<file path="src/rtl/spi_eng_pkg.sv">
package spi_eng_pkg;
    localparam int REG_AW      = 4;
    localparam int ADDR_BYTES  = 3;
    localparam int DATA_BYTES  = 4;
    localparam int NUM_CS      = 2;
    localparam int FRAME_BYTES = 1 + ADDR_BYTES + DATA_BYTES;
    localparam int CNT_W       = 3;

    // control byte bit positions
    localparam int CB_DEV   = 6;
    localparam int CB_WRITE = 5;
    localparam int CB_NOCMD = 4;
    localparam int CB_ADDR  = 3;

    // register offsets
    localparam logic [REG_AW-1:0] OFS_CMD  = 4'h0;
    localparam logic [REG_AW-1:0] OFS_ADR0 = 4'h1;
    localparam logic [REG_AW-1:0] OFS_DB0  = 4'h4;
    localparam logic [REG_AW-1:0] OFS_CTRL = 4'h8;
    localparam logic [REG_AW-1:0] OFS_XCS  = 4'h9;

    typedef enum logic [2:0] {
        ST_IDLE,
        ST_SETUP,
        ST_LAUNCH,
        ST_WAIT,
        ST_HOLD
    } seq_state_e;
endpackage

</file>
<file path="src/rtl/spi_eng_regs.sv">
module spi_eng_regs
    import spi_eng_pkg::*;
(
    input  logic                        clk,
    input  logic                        rst_n,
    input  logic                        wr,
    input  logic [REG_AW-1:0]           addr,
    input  logic [7:0]                  wdata,
    output logic [7:0]                  rdata,
    input  logic                        busy,
    input  logic                        rx_we,
    input  logic [$clog2(DATA_BYTES)-1:0] rx_idx,
    input  logic [7:0]                  rx_byte,
    output logic                        go,
    output logic [7:0]                  cmd_o,
    output logic [8*ADDR_BYTES-1:0]     addr_o,
    output logic [8*DATA_BYTES-1:0]     db_o,
    output logic [6:0]                  ctrl_o,
    output logic [NUM_CS-1:0]           xcs_o
);
    typedef struct packed {
        logic [7:0]                      cmd;
        logic [ADDR_BYTES-1:0][7:0]      adr;
        logic [DATA_BYTES-1:0][7:0]      db;
        logic [6:0]                      ctrl;
        logic [NUM_CS-1:0]               xcs;
    } regs_t;

    regs_t r_d, r_q;

    always_comb begin
        r_d = r_q;
        go  = 1'b0;
        if (wr) begin
            if (addr == OFS_CMD) r_d.cmd = wdata;
            for (int i = 0; i < ADDR_BYTES; i++)
                if (addr == REG_AW'(int'(OFS_ADR0) + i)) r_d.adr[i] = wdata;
            for (int k = 0; k < DATA_BYTES; k++)
                if (addr == REG_AW'(int'(OFS_DB0) + k)) r_d.db[k] = wdata;
            if (addr == OFS_CTRL && !busy) begin
                r_d.ctrl = wdata[6:0];
                go       = wdata[7];
            end
            if (addr == OFS_XCS) r_d.xcs = wdata[NUM_CS-1:0];
        end
        if (rx_we) r_d.db[rx_idx] = rx_byte;
    end

    always_ff @(posedge clk or negedge rst_n) begin
        if (!rst_n) begin
            r_q     <= '0;
            r_q.xcs <= '1;
        end else begin
            r_q <= r_d;
        end
    end

    always_comb begin
        rdata = 8'h00;
        if (addr == OFS_CMD) rdata = r_q.cmd;
        for (int i = 0; i < ADDR_BYTES; i++)
            if (addr == REG_AW'(int'(OFS_ADR0) + i)) rdata = r_q.adr[i];
        for (int k = 0; k < DATA_BYTES; k++)
            if (addr == REG_AW'(int'(OFS_DB0) + k)) rdata = busy ? 8'h00 : r_q.db[k];
        if (addr == OFS_CTRL) rdata = {busy, r_q.ctrl};
        if (addr == OFS_XCS)  rdata = 8'(r_q.xcs);
    end

    assign cmd_o  = r_q.cmd;
    assign addr_o = r_q.adr;
    assign db_o   = r_q.db;
    assign ctrl_o = r_q.ctrl;
    assign xcs_o  = r_q.xcs;

    // control fields frozen while a frame runs
    a_r9_ctrl_locked: assert property (@(posedge clk) disable iff (!rst_n)
        (busy && wr && addr == OFS_CTRL) |=> $stable(r_q.ctrl))
        else $error("control changed while busy");
endmodule

</file>
<file path="src/rtl/spi_eng_shift.sv">
module spi_eng_shift #(
    parameter int CLK_DIV = 2
) (
    input  logic       clk,
    input  logic       rst_n,
    input  logic       start,
    input  logic [7:0] tx_byte,
    input  logic       miso,
    output logic       sclk,
    output logic       mosi,
    output logic       done,
    output logic [7:0] rx_byte
);
    localparam int DW = (CLK_DIV > 1) ? $clog2(CLK_DIV) : 1;

    typedef struct packed {
        logic          active;
        logic          sclk;
        logic [DW-1:0] dcnt;
        logic [2:0]    bcnt;
        logic [7:0]    tx_sh;
        logic [7:0]    rx_sh;
    } sh_t;

    sh_t s_d, s_q;
    logic tick;

    assign tick = s_q.active && (s_q.dcnt == DW'(CLK_DIV - 1));

    always_comb begin
        s_d = s_q;
        if (start) begin
            s_d.active = 1'b1;
            s_d.sclk   = 1'b0;
            s_d.dcnt   = '0;
            s_d.bcnt   = '0;
            s_d.tx_sh  = tx_byte;
        end else if (s_q.active) begin
            if (tick) begin
                s_d.dcnt = '0;
                if (!s_q.sclk) begin
                    s_d.sclk  = 1'b1;
                    s_d.rx_sh = {s_q.rx_sh[6:0], miso};
                end else begin
                    s_d.sclk = 1'b0;
                    if (s_q.bcnt == 3'd7) begin
                        s_d.active = 1'b0;
                    end else begin
                        s_d.bcnt  = s_q.bcnt + 3'd1;
                        s_d.tx_sh = {s_q.tx_sh[6:0], 1'b0};
                    end
                end
            end else begin
                s_d.dcnt = s_q.dcnt + 1'b1;
            end
        end
    end

    always_ff @(posedge clk or negedge rst_n) begin
        if (!rst_n) s_q <= '0;
        else        s_q <= s_d;
    end

    assign sclk    = s_q.sclk;
    assign mosi    = s_q.active ? s_q.tx_sh[7] : 1'b0;
    assign done    = tick && s_q.sclk && (s_q.bcnt == 3'd7);
    assign rx_byte = s_q.rx_sh;

    // clock idles low outside a byte
    a_r11_sclk_idle: assert property (@(posedge clk) disable iff (!rst_n)
        !s_q.active |-> !sclk)
        else $error("serial clock high while idle");

    // data line held while the clock is high
    a_r2_mosi_stable: assert property (@(posedge clk) disable iff (!rst_n)
        (sclk && $past(sclk)) |-> $stable(mosi))
        else $error("mosi moved during high clock");
endmodule

</file>
<file path="src/rtl/spi_eng_seq.sv">
module spi_eng_seq
    import spi_eng_pkg::*;
#(
    parameter int CLK_DIV = 2
) (
    input  logic                          clk,
    input  logic                          rst_n,
    input  logic                          go,
    input  logic [5:0]                    ctrl,
    input  logic [7:0]                    cmd,
    input  logic [8*ADDR_BYTES-1:0]       addr,
    input  logic [8*DATA_BYTES-1:0]       db,
    input  logic                          byte_done,
    output logic                          busy,
    output logic                          byte_start,
    output logic [7:0]                    tx_byte,
    output logic                          rx_we,
    output logic [$clog2(DATA_BYTES)-1:0] rx_idx
);
    localparam int WW    = $clog2(2 * CLK_DIV) > 0 ? $clog2(2 * CLK_DIV) : 1;
    localparam int IW    = $clog2(FRAME_BYTES);
    localparam int RXW   = $clog2(DATA_BYTES);
    localparam int DFIRST = 1 + ADDR_BYTES;

    typedef struct packed {
        seq_state_e    st;
        logic [WW-1:0] wcnt;
        logic [IW-1:0] idx;
    } seq_t;

    seq_t s_d, s_q;
    logic [FRAME_BYTES-1:0] mask;
    logic [IW:0] nxt;
    logic wdone;
    int unsigned nbytes;

    function automatic logic [IW:0] pick_next(input logic [FRAME_BYTES-1:0] m, input int from);
        logic [IW:0] r;
        r = '0;
        for (int i = FRAME_BYTES - 1; i >= 0; i--)
            if (i >= from && m[i]) r = {1'b1, IW'(i)};
        return r;
    endfunction

    always_comb begin
        nbytes = (int'(ctrl[CNT_W-1:0]) > DATA_BYTES) ? DATA_BYTES : int'(ctrl[CNT_W-1:0]);
        mask[0] = !ctrl[CB_NOCMD];
        for (int i = 0; i < ADDR_BYTES; i++) mask[1 + i] = ctrl[CB_ADDR];
        for (int k = 0; k < DATA_BYTES; k++) mask[DFIRST + k] = (k < nbytes);
    end

    assign wdone = (s_q.wcnt == WW'(2 * CLK_DIV - 1));

    always_comb begin
        s_d = s_q;
        nxt = '0;
        case (s_q.st)
            ST_IDLE: if (go) begin
                s_d.st   = ST_SETUP;
                s_d.wcnt = '0;
            end
            ST_SETUP: begin
                if (wdone) begin
                    nxt      = pick_next(mask, 0);
                    s_d.wcnt = '0;
                    s_d.idx  = nxt[IW-1:0];
                    s_d.st   = nxt[IW] ? ST_LAUNCH : ST_HOLD;
                end else begin
                    s_d.wcnt = s_q.wcnt + 1'b1;
                end
            end
            ST_LAUNCH: s_d.st = ST_WAIT;
            ST_WAIT: if (byte_done) begin
                nxt      = pick_next(mask, int'(s_q.idx) + 1);
                s_d.wcnt = '0;
                s_d.idx  = nxt[IW-1:0];
                s_d.st   = nxt[IW] ? ST_LAUNCH : ST_HOLD;
            end
            ST_HOLD: begin
                if (wdone) s_d.st = ST_IDLE;
                else       s_d.wcnt = s_q.wcnt + 1'b1;
            end
            default: s_d.st = ST_IDLE;
        endcase
    end

    always_ff @(posedge clk or negedge rst_n) begin
        if (!rst_n) begin
            s_q.st   <= ST_IDLE;
            s_q.wcnt <= '0;
            s_q.idx  <= '0;
        end else begin
            s_q <= s_d;
        end
    end

    always_comb begin
        tx_byte = 8'h00;
        if (s_q.idx == '0) tx_byte = cmd;
        for (int i = 1; i <= ADDR_BYTES; i++)
            if (int'(s_q.idx) == i) tx_byte = addr[8*(ADDR_BYTES-i) +: 8];
        for (int k = 0; k < DATA_BYTES; k++)
            if (int'(s_q.idx) == DFIRST + k && ctrl[CB_WRITE]) tx_byte = db[8*k +: 8];
    end

    assign busy       = (s_q.st != ST_IDLE);
    assign byte_start = (s_q.st == ST_LAUNCH);
    assign rx_we      = (s_q.st == ST_WAIT) && byte_done && !ctrl[CB_WRITE]
                        && (int'(s_q.idx) >= DFIRST);
    assign rx_idx     = RXW'(int'(s_q.idx) - DFIRST);

    // a start leaves the block busy on the next cycle
    a_r1_busy_after_go: assert property (@(posedge clk) disable iff (!rst_n)
        go |=> busy)
        else $error("start did not raise busy");
endmodule

</file>
<file path="src/rtl/spi_flash_engine.sv">
module spi_flash_engine
    import spi_eng_pkg::*;
#(
    parameter int CLK_DIV = 2
) (
    input  logic              clk,
    input  logic              rst_n,
    input  logic              reg_wr,
    input  logic [REG_AW-1:0] reg_addr,
    input  logic [7:0]        reg_wdata,
    output logic [7:0]        reg_rdata,
    output logic              spi_sclk,
    output logic              spi_mosi,
    input  logic              spi_miso,
    output logic [NUM_CS-1:0] spi_cs_n
);
    localparam int RXW = $clog2(DATA_BYTES);

    logic                      busy, go, byte_start, byte_done, rx_we;
    logic [RXW-1:0]            rx_idx;
    logic [7:0]                rx_byte, tx_byte, cmd;
    logic [8*ADDR_BYTES-1:0]   addr;
    logic [8*DATA_BYTES-1:0]   db;
    logic [6:0]                ctrl;
    logic [NUM_CS-1:0]         xcs;

    spi_eng_regs u_regs (
        .clk(clk), .rst_n(rst_n), .wr(reg_wr), .addr(reg_addr), .wdata(reg_wdata),
        .rdata(reg_rdata), .busy(busy), .rx_we(rx_we), .rx_idx(rx_idx),
        .rx_byte(rx_byte), .go(go), .cmd_o(cmd), .addr_o(addr), .db_o(db),
        .ctrl_o(ctrl), .xcs_o(xcs)
    );

    spi_eng_seq #(.CLK_DIV(CLK_DIV)) u_seq (
        .clk(clk), .rst_n(rst_n), .go(go), .ctrl(ctrl[5:0]), .cmd(cmd),
        .addr(addr), .db(db), .byte_done(byte_done), .busy(busy),
        .byte_start(byte_start), .tx_byte(tx_byte), .rx_we(rx_we), .rx_idx(rx_idx)
    );

    spi_eng_shift #(.CLK_DIV(CLK_DIV)) u_shift (
        .clk(clk), .rst_n(rst_n), .start(byte_start), .tx_byte(tx_byte),
        .miso(spi_miso), .sclk(spi_sclk), .mosi(spi_mosi), .done(byte_done),
        .rx_byte(rx_byte)
    );

    generate
        for (genvar g = 0; g < NUM_CS; g++) begin : g_cs
            assign spi_cs_n[g] = xcs[g] & ~(busy && (int'(ctrl[CB_DEV]) == g));
        end
    endgenerate

    // serial clock pulses only inside a frame
    a_r11_sclk_framed: assert property (@(posedge clk) disable iff (!rst_n)
        spi_sclk |-> busy)
        else $error("serial clock outside frame");

    // hardware drives at most one chip select
    a_r7_single_cs: assert property (@(posedge clk) disable iff (!rst_n)
        (xcs == '1) |-> $onehot0(~spi_cs_n))
        else $error("two chip selects active");
endmodule

</file>
<file path="config.mk">
export PLATFORM = sky130hd
export DESIGN_NAME = spi_flash_engine
export DESIGN_NICKNAME = d
export VERILOG_FILES = /design/src/rtl/spi_eng_pkg.sv /design/src/rtl/spi_eng_regs.sv /design/src/rtl/spi_eng_shift.sv /design/src/rtl/spi_eng_seq.sv /design/src/rtl/spi_flash_engine.sv
export SDC_FILE = /design/constraint.sdc
export NUM_CORES = 1
export LEC_CHECK = 0
export BUFFER_PORTS_ARGS = -buffer_cell sky130_fd_sc_hd__buf_2
export CAP_MARGIN = 5
export CORE_MARGIN = 3
export CORE_UTILIZATION = 33
export CTS_CLUSTER_DIAMETER = 40
export DETAILED_ROUTE_END_ITERATION = 8
export PLACE_DENSITY = 0.48
export SETUP_SLACK_MARGIN = 0.1
export SLEW_MARGIN = 15
export SYNTH_ARGS = -nofsm -noshare
export SYNTH_HDL_FRONTEND = slang
export SYNTH_SLANG_ARGS = --single-unit
</file>
<file path="constraint.sdc">
create_clock -name clk -period 4.7 [get_ports clk]
set_input_delay 0.235 -clock clk [delete_from_list [all_inputs] [get_ports clk]]
set_output_delay 0.235 -clock clk [all_outputs]
set_load 0.005 [all_outputs]
</file>
=== Word level (Yosys, flattened, before mapping) ===
Cells that the tools add are included.

* Register bits: 103
* Output and inout bits: 12

* Add/sub/neg operators: 5
* Equal/unequal tests: 28
* Reduce and logical (&&, ||, !) cells: 46
* $lt $le $gt $ge: 16
* Muxes and demuxes: 78
* Bitwise operators: 7

{| class="wikitable"
|+ Operator list
! operator !! count
|-
| 2-to-1 mux 8 bit || 29
|-
| >= comparator 4 x 32 -> 1 bit, first input constant || 4
|-
| 2-to-1 mux 4 bit || 18
|-
| >= comparator 3 x 32 -> 1 bit, first input constant || 2
|-
| < comparator 1 x 32 -> 1 bit, first input constant || 2
|-
| < comparator 2 x 32 -> 1 bit, first input constant || 2
|-
| 2-to-1 mux 41 bit || 1
|-
| bitwise mux 32 bit || 1
|-
| >= comparator 1 x 32 -> 1 bit, first input constant || 1
|-
| >= comparator 2 x 32 -> 1 bit, first input constant || 1
|-
| 2-to-1 mux 32 bit || 1
|-
| logical AND 1 bit || 22
|-
| 2-to-1 mux 11 bit || 2
|-
| 2-to-1 mux 22 bit || 1
|-
| 2-to-1 mux 19 bit || 1
|-
| equality test 3 bit, second input constant || 6
|-
| 2-to-1 mux 3 bit || 6
|-
| demux 8 bit (select 2 bit) || 1
|-
| equality test 4 x 3 -> 1 bit, second input constant || 4
|-
| AND reduction 4 bit || 4
|-
| case mux 3 bit (5 select lines) || 1
|-
| 2-to-1 mux 14 bit || 1
|-
| AND reduction 2 bit || 7
|-
| equality test 3 x 2 -> 1 bit, second input constant || 4
|-
| other kinds (31) || 58
|}

=== Logic depth before layout (Yosys ltp) ===
* Word-level depth: 17
* Depth in mapped cells: 9
* Mapped depth without buffers: 7

=== Modules after synthesis ===
A second synthesis with hierarchy kept.

* Cells, all modules: 631
* Area total of the unflattened synthesis: 6388.6 µm²

{| class="wikitable"
|+ By module, submodules not included
! module !! cells an instance !! seq. area each (µm²) !! instances !! area each (µm²)
|-
| spi_eng_regs || 336 || 1829.3 || 1 || 3827.4
|-
| spi_eng_seq || 210 || 200.2 || 1 || 1445.1
|-
| spi_eng_shift || 82 || 550.5 || 1 || 1097.3
|-
| spi_flash_engine || 3 || 0.0 || 1 || 18.8
|}

=== Least setup slack after synthesis ===
Ideal clock, no wire load.

* Path kind: reg2reg
* From: register u_seq.s_q[0] (netlist bit)
* To: register u_seq.s_q[6] (netlist bit)
* Period minus slack after synthesis: 2.069 ns
* Slack: 2.631 ns
* Required time: 4.576 ns
* Library setup time: 0.124 ns
* Arrival: 1.945 ns
* Buffers on the path: 0
* Stages on the path, launching flop included: 7
* Cell sequence: dfrtp_1 ha_1 ha_1 or3b_2 a311oi_1 nand2_1 o2bb2ai_1

* Word-level cells in the longest chain between the ends: 16
* Elaborated cells on any way between the ends: 30

{| class="wikitable"
|+ Ends and longest elaborated chain
! item !! RTL line !! RTL
|-
| from (decl) || spi_eng_seq.sv:31 || <nowiki>seq_t s_d, s_q;</nowiki>
|-
| adder 3 x 1 -> 4 bit (*) || spi_eng_seq.sv:74 || <nowiki>nxt = pick_next(mask, int'(s_q.idx) + 1);</nowiki>
|-
| >= comparator 4 x 32 -> 1 bit || spi_eng_seq.sv:41 || <nowiki>if (i >= from && m[i]) r = {1'b1, IW'(i)};</nowiki>
|-
| logical AND 1 bit || spi_eng_seq.sv:41 ||
|-
| 2-to-1 mux 4 bit (7 in series) || spi_eng_seq.sv:41 ||
|-
| 2-to-1 mux 4 bit (*) || spi_eng_seq.sv:41 ||
|-
| 2-to-1 mux 4 bit (*) || spi_eng_seq.sv:73 || <nowiki>ST_WAIT: if (byte_done) begin</nowiki>
|-
| 2-to-1 mux 4 bit (*) || spi_eng_seq.sv:57 || <nowiki>case (s_q.st)</nowiki>
|-
| 2-to-1 mux 3 bit (*) || spi_eng_seq.sv:77 || <nowiki>s_d.st = nxt[IW] ? ST_LAUNCH : ST_HOLD;</nowiki>
|-
| 2-to-1 mux 8 bit (*) || spi_eng_seq.sv:73 ||
|-
| case mux 3 bit (5 select lines) (*) || spi_eng_seq.sv:57 ||
|}

Every way passes the cells marked *; elsewhere a longest branch is shown, timed or not. The select of a mux whose other input is x is not followed.
A chain may end at the register's enable or synchronous reset.

=== Worst setup path in the final report ===
* From: register u_seq.s_q[6] (netlist bit)
* To: output port reg_rdata[2]

* Word-level cells in the longest chain between the ends: 8
* Elaborated cells on any way between the ends: 11

{| class="wikitable"
|+ Ends and longest elaborated chain
! item !! RTL line !! RTL
|-
| nonzero test 3 bit (*) || spi_eng_seq.sv:106 || <nowiki>assign busy = (s_q.st != ST_IDLE);</nowiki>
|-
| 2-to-1 mux 8 bit (4 in series) || spi_eng_regs.sv:64 || <nowiki>if (addr == REG_AW'(int'(OFS_DB0) + k)) rdata = busy ? 8'h00 : r_q.db[k];</nowiki>
|-
| 2-to-1 mux 8 bit (*) || spi_eng_regs.sv:64 ||
|-
| 2-to-1 mux 8 bit (*) || spi_eng_regs.sv:65 || <nowiki>if (addr == OFS_CTRL) rdata = {busy, r_q.ctrl};</nowiki>
|-
| 2-to-1 mux 8 bit (*) || spi_eng_regs.sv:66 || <nowiki>if (addr == OFS_XCS) rdata = 8'(r_q.xcs);</nowiki>
|-
| to (decl) || spi_flash_engine.sv:11 || <nowiki>output logic [7:0] reg_rdata,</nowiki>
|}

Every way passes the cells marked *; elsewhere a longest branch is shown, timed or not.

==> PnR_summary.wiki <==
{| class="wikitable"
! Metric !! Value
|-
| Most used standard cell by instance count after synthesis || dfrtp_1
|-
| Cell area after placement || 0.00650 mm2
|-
| Combined global-route utilization of all metal layers || 0.191
|-
| Antenna diode count || 0
|-
| Period Utilization, post-route || 0.651
|-
| Antenna violations before repair || 0
|-
| Vias in the first global route || 4915
|-
| Critical Path Start Type || register
|-
| Number of buffers inserted by hold repair at cts || 0
|-
| Final number of max-transition violations || 0
|-
| Critical path start-end classification || reg -> out
|-
| Count of maximum capacitance violations || 0
|-
| Finished Cell Area || 0.00679 mm2
|-
| Net Count, Synth || 672
|-
| Final Setup Violations || 0
|-
| Post-CTS setup buffer count || 0
|-
| Biggest fanout along the worst timing path || 14
|-
| Power after layout || 0.00337 W
|-
| Unrepaired setup endpoints after global routing || no
|-
| Post-detailed-route count of antenna-violating nets || 0
|-
| Arrival time of the worst setup path || 2820 ps
|-
| Worst skew pair latency || 360 ps
|-
| Cell breakdown of the critical path || nor3_2, a21oi_1, a2111oi_0, a311o_1, buf_2
|-
| Synth Flop Type || dfrtp_1
|-
| Timing startpoint of the critical path || u_seq.s_q[6]$_DFFE_PN0P_
|-
| Number of buffers added by the clock tree synthesis step || 9
|-
| Reported leakage power || 2.80 nW
|-
| Proportion of synthesized flip-flops having asynchronous set or reset || 1.00
|-
| Worst path bufs/invs || 1
|-
| Number of cells produced by synthesis || 644
|-
| Post-route clock skew || 10.7 ps
|-
| Area enclosed by the die boundary || 0.0207 mm2
|-
| Final estimated routing congestion in global placement || 0.913
|-
| Sequential element share of the synthesized area || 0.411
|-
| Row count || 49
|-
| Syn_area_per_cell || 9.75 um2
|-
| Post-layout net count || 667
|-
| Length of the first detailed-routing pass in iterations || 5
|-
| Fraction of synthesized area in multiplexers || 0.184
|-
| DR DRC count || 0
|-
| Adder-Cell Fraction of Synth Area || 0.0239
|-
| Signed area change from the synthesized netlist to the final layout || 8.23%
|-
| Classification of the worst-slack hold path || in -> async
|-
| I/O pin cnt || 28
|-
| Clock tree from TritonCTS || done
|-
| Status || finished, final reports clean
|-
| Average wire length per cell after detail routing || 22.1 um
|-
| Post-synthesis compound-gate area fraction || 0.171
|-
| Number of clock sinks || 103
|-
| Main combinational cell family by area after synthesis || multiplexers
|-
| Width of the die || 144 um
|-
| Internal power consumption || 0.00205 W
|-
| Synthesis-stage register bit count || 103
|-
| Peak VDD IR || 0.000186 V
|-
| Relative contribution of sequential cells to total power || 0.446
|-
| Reg2Reg Launch Point || u_seq.s_q[2]$_DFFE_PN0P_
|-
| Share of post-route cells with drive strength above 1 || 0.197
|-
| Share of power burned in combinational logic || 0.331
|-
| Yosys Warn Count || 0
|-
| Synthesized-area fraction occupied by xor and xnor cells || 0.00558
|-
| Top post-synthesis cells by count || dfrtp_1, nand2_1, nor2_1
|-
| Final critical-path required period || 3060 ps
|-
| Req. time, crit path || 4470 ps
|-
| Starting density of the core || 0.342
|-
| Largest area contributor in the netlist || dfrtp_1
|-
| Post-synth design cell area || 0.00628 mm2
|-
| Vias || 5095
|-
| Maximum level of the CTS H-tree || 3
|-
| Switching pwr || 0.00132 W
|-
| Switching power share of the total || 0.392
|-
| Clock network power share || 0.223
|-
| Crit path capture type || primary output
|-
| Post-CTS sizing || 0
|-
| Power density over cell area || 496 mW/mm2
|-
| Leading cell types by total area after synthesis || dfrtp_1, mux2_2, mux2i_1, nand2_1, a21oi_1
|-
| Setup TNS Final || 0 ps
|-
| Max transition margin || 0.298
|-
| Portion of synthesized cell area occupied by the leading cell type || 0.403
|-
| Number of vias per cell after detailed routing || 5.84
|-
| Height of the die || 144 um
|-
| Pin count of the biggest net entering global routing || 77
|-
| Cell type group with the largest total delay on the critical path || compound AO/OA/AOI/OAI gates
|-
| Overall overflow remaining after global route || 0
|-
| Total wirelength of the detailed-routed design || 19300 um
|-
| HPWL reported at the end of detailed placement || 13800 um
|-
| EDFF count, synth || 0
|-
| Max Clk Rate || 327 MHz
|-
| Clock root buffer || clkbuf_16
|-
| Number of unique standard cell types used by synthesis || 72
|-
| Critical-path top delay cell || nor3_2
|-
| Critical path's largest stage delay || 820 ps
|-
| Global-route wire length before repair || 30100 um
|-
| Core area || 0.0183 mm2
|-
| Final hold viol count || 0
|-
| Pin slew with the least headroom to its limit || 1050 ps
|-
| Number of I/O port buffers || 27
|-
| Clock-pin transition on the worst setup and hold timing paths || 70 ps
|-
| Maximum clock insertion buffer count || 2
|-
| Simple-gate share of the synthesized area || 0.162
|-
| Iter 0 DRT Violations || 333
|}
==> kinds of logic after synthesis <==
family / Yosys count
XOR/XNOR: 4
buffers and inverters: 58
adder cells (fa/ha/maj): 12
AND/OR/NAND/NOR: 201
flip-flops: 103
multiplexers: 100
AO/OA/AOI/OAI: 166
==> final timing paths <==
path                                             endpoint  slack [ps]  cells past startpoint
setup / recovery                             reg_rdata[2]        1640                      5
hold / removal                u_shift.s_q[16]$_DFFE_PN0P_          60                      1
setup reg to reg              u_shift.s_q[12]$_DFFE_PN0P_        1990                      7
hold reg to reg                  u_seq.s_q[4]$_DFFE_PN0P_         510                      1
max in group asynchronous     u_regs.cmd_o[4]$_DFFE_PN0P_        3660                      2
min in group clk           u_shift.rx_byte[0]$_DFFE_PN0P_         110                      2
==> state kept, by name (all words and copies together) (netlist names) <==
register	cells
u_regs.addr_o	24
u_regs.cmd_o	8
u_regs.ctrl_o	7
u_regs.db_o	32
u_regs.xcs_o	2
u_seq.s_q	8
u_shift.rx_byte	8
u_shift.s_q	13
u_shift.sclk	1
==> placed cells by master (no fill, tap or decap), types with 3 or more instances in the layout <==
cell,n
mux2i_1,40
mux4_2,7
a22oi_1,12
ha_1,12
o31ai_1,3
buf_2,26
mux2_2,52
nand2b_1,7
nand3_1,3
o221ai_1,7
a211oi_1,6
buf_4,4
o32ai_1,4
clkbuf_16,9
a221oi_1,5
a32oi_1,6
and2_1,4
nor2_1,59
nand3b_1,5
nor2b_1,16
inv_1,12
a221o_1,4
o21a_1,3
nand2_1,72
o22ai_1,8
nor3b_1,5
nor3_1,5
dfrtp_1,101
o21ai_0,33
a31oi_1,9
a21oi_1,50
==> through the flow <==
stage | cells | hold WS [ps] | utilization | setup WS [ps]
after detailed placement | 857 | 479 | 0.355 | 2040
after floorplan | 644 | -60.6 | - | 2630
after global placement | 857 | 464 | 0.355 | 2140
after CTS | 873 | 99.8 | 0.371 | 1630
final | 873 | 55.4 | 0.371 | 1640
after global routing | 873 | 107 | 0.371 | 1470
==> routing by layer <==
metal	vias up	wire length, um	global-route usage	part of all wire
li1	2340	-	-	-
met5	-	0	0	0
met3	21	681	0.0306	0.035
met4	0	316	0.0491	0.016
met2	138	9330	0.306	0.48
met1	2596	8980	0.271	0.47
==> power groups by stage <==
stage | logic, W | clock network, W | registers, W
finish | 0.00112 | 0.000750 | 0.00150
global route | 0.00123 | 0.000807 | 0.00154
CTS | 0.00111 | 0.000776 | 0.00150
global placement | 0.00109 | 0 | 0.00151
floorplan | 0.000865 | 0 | 0.00135
detailed placement | 0.00110 | 0 | 0.00151
==> final cells by class <==
class                   instances  area (um2)
flip-flops and latches        103        2580
clock inverters                 6        52.6
repair buffers                 30         160
well taps                     229         287
fillers                      1841       11500
multi-input cells             483        3430
clock buffers                  10         239
inverters                      12        45.0
==> worst reg2reg max path: cells and delay by family, from the launching register on <==
kind / cells / cell delay, ps
AO/OA/AOI/OAI: 4 / 820
flip-flops: 1 / 630
adder cells (fa/ha/maj): 1 / 470
AND/OR/NAND/NOR: 1 / 410
buffers and inverters: 1 / 220
Note: power is estimated with default switching activity, not from simulation.
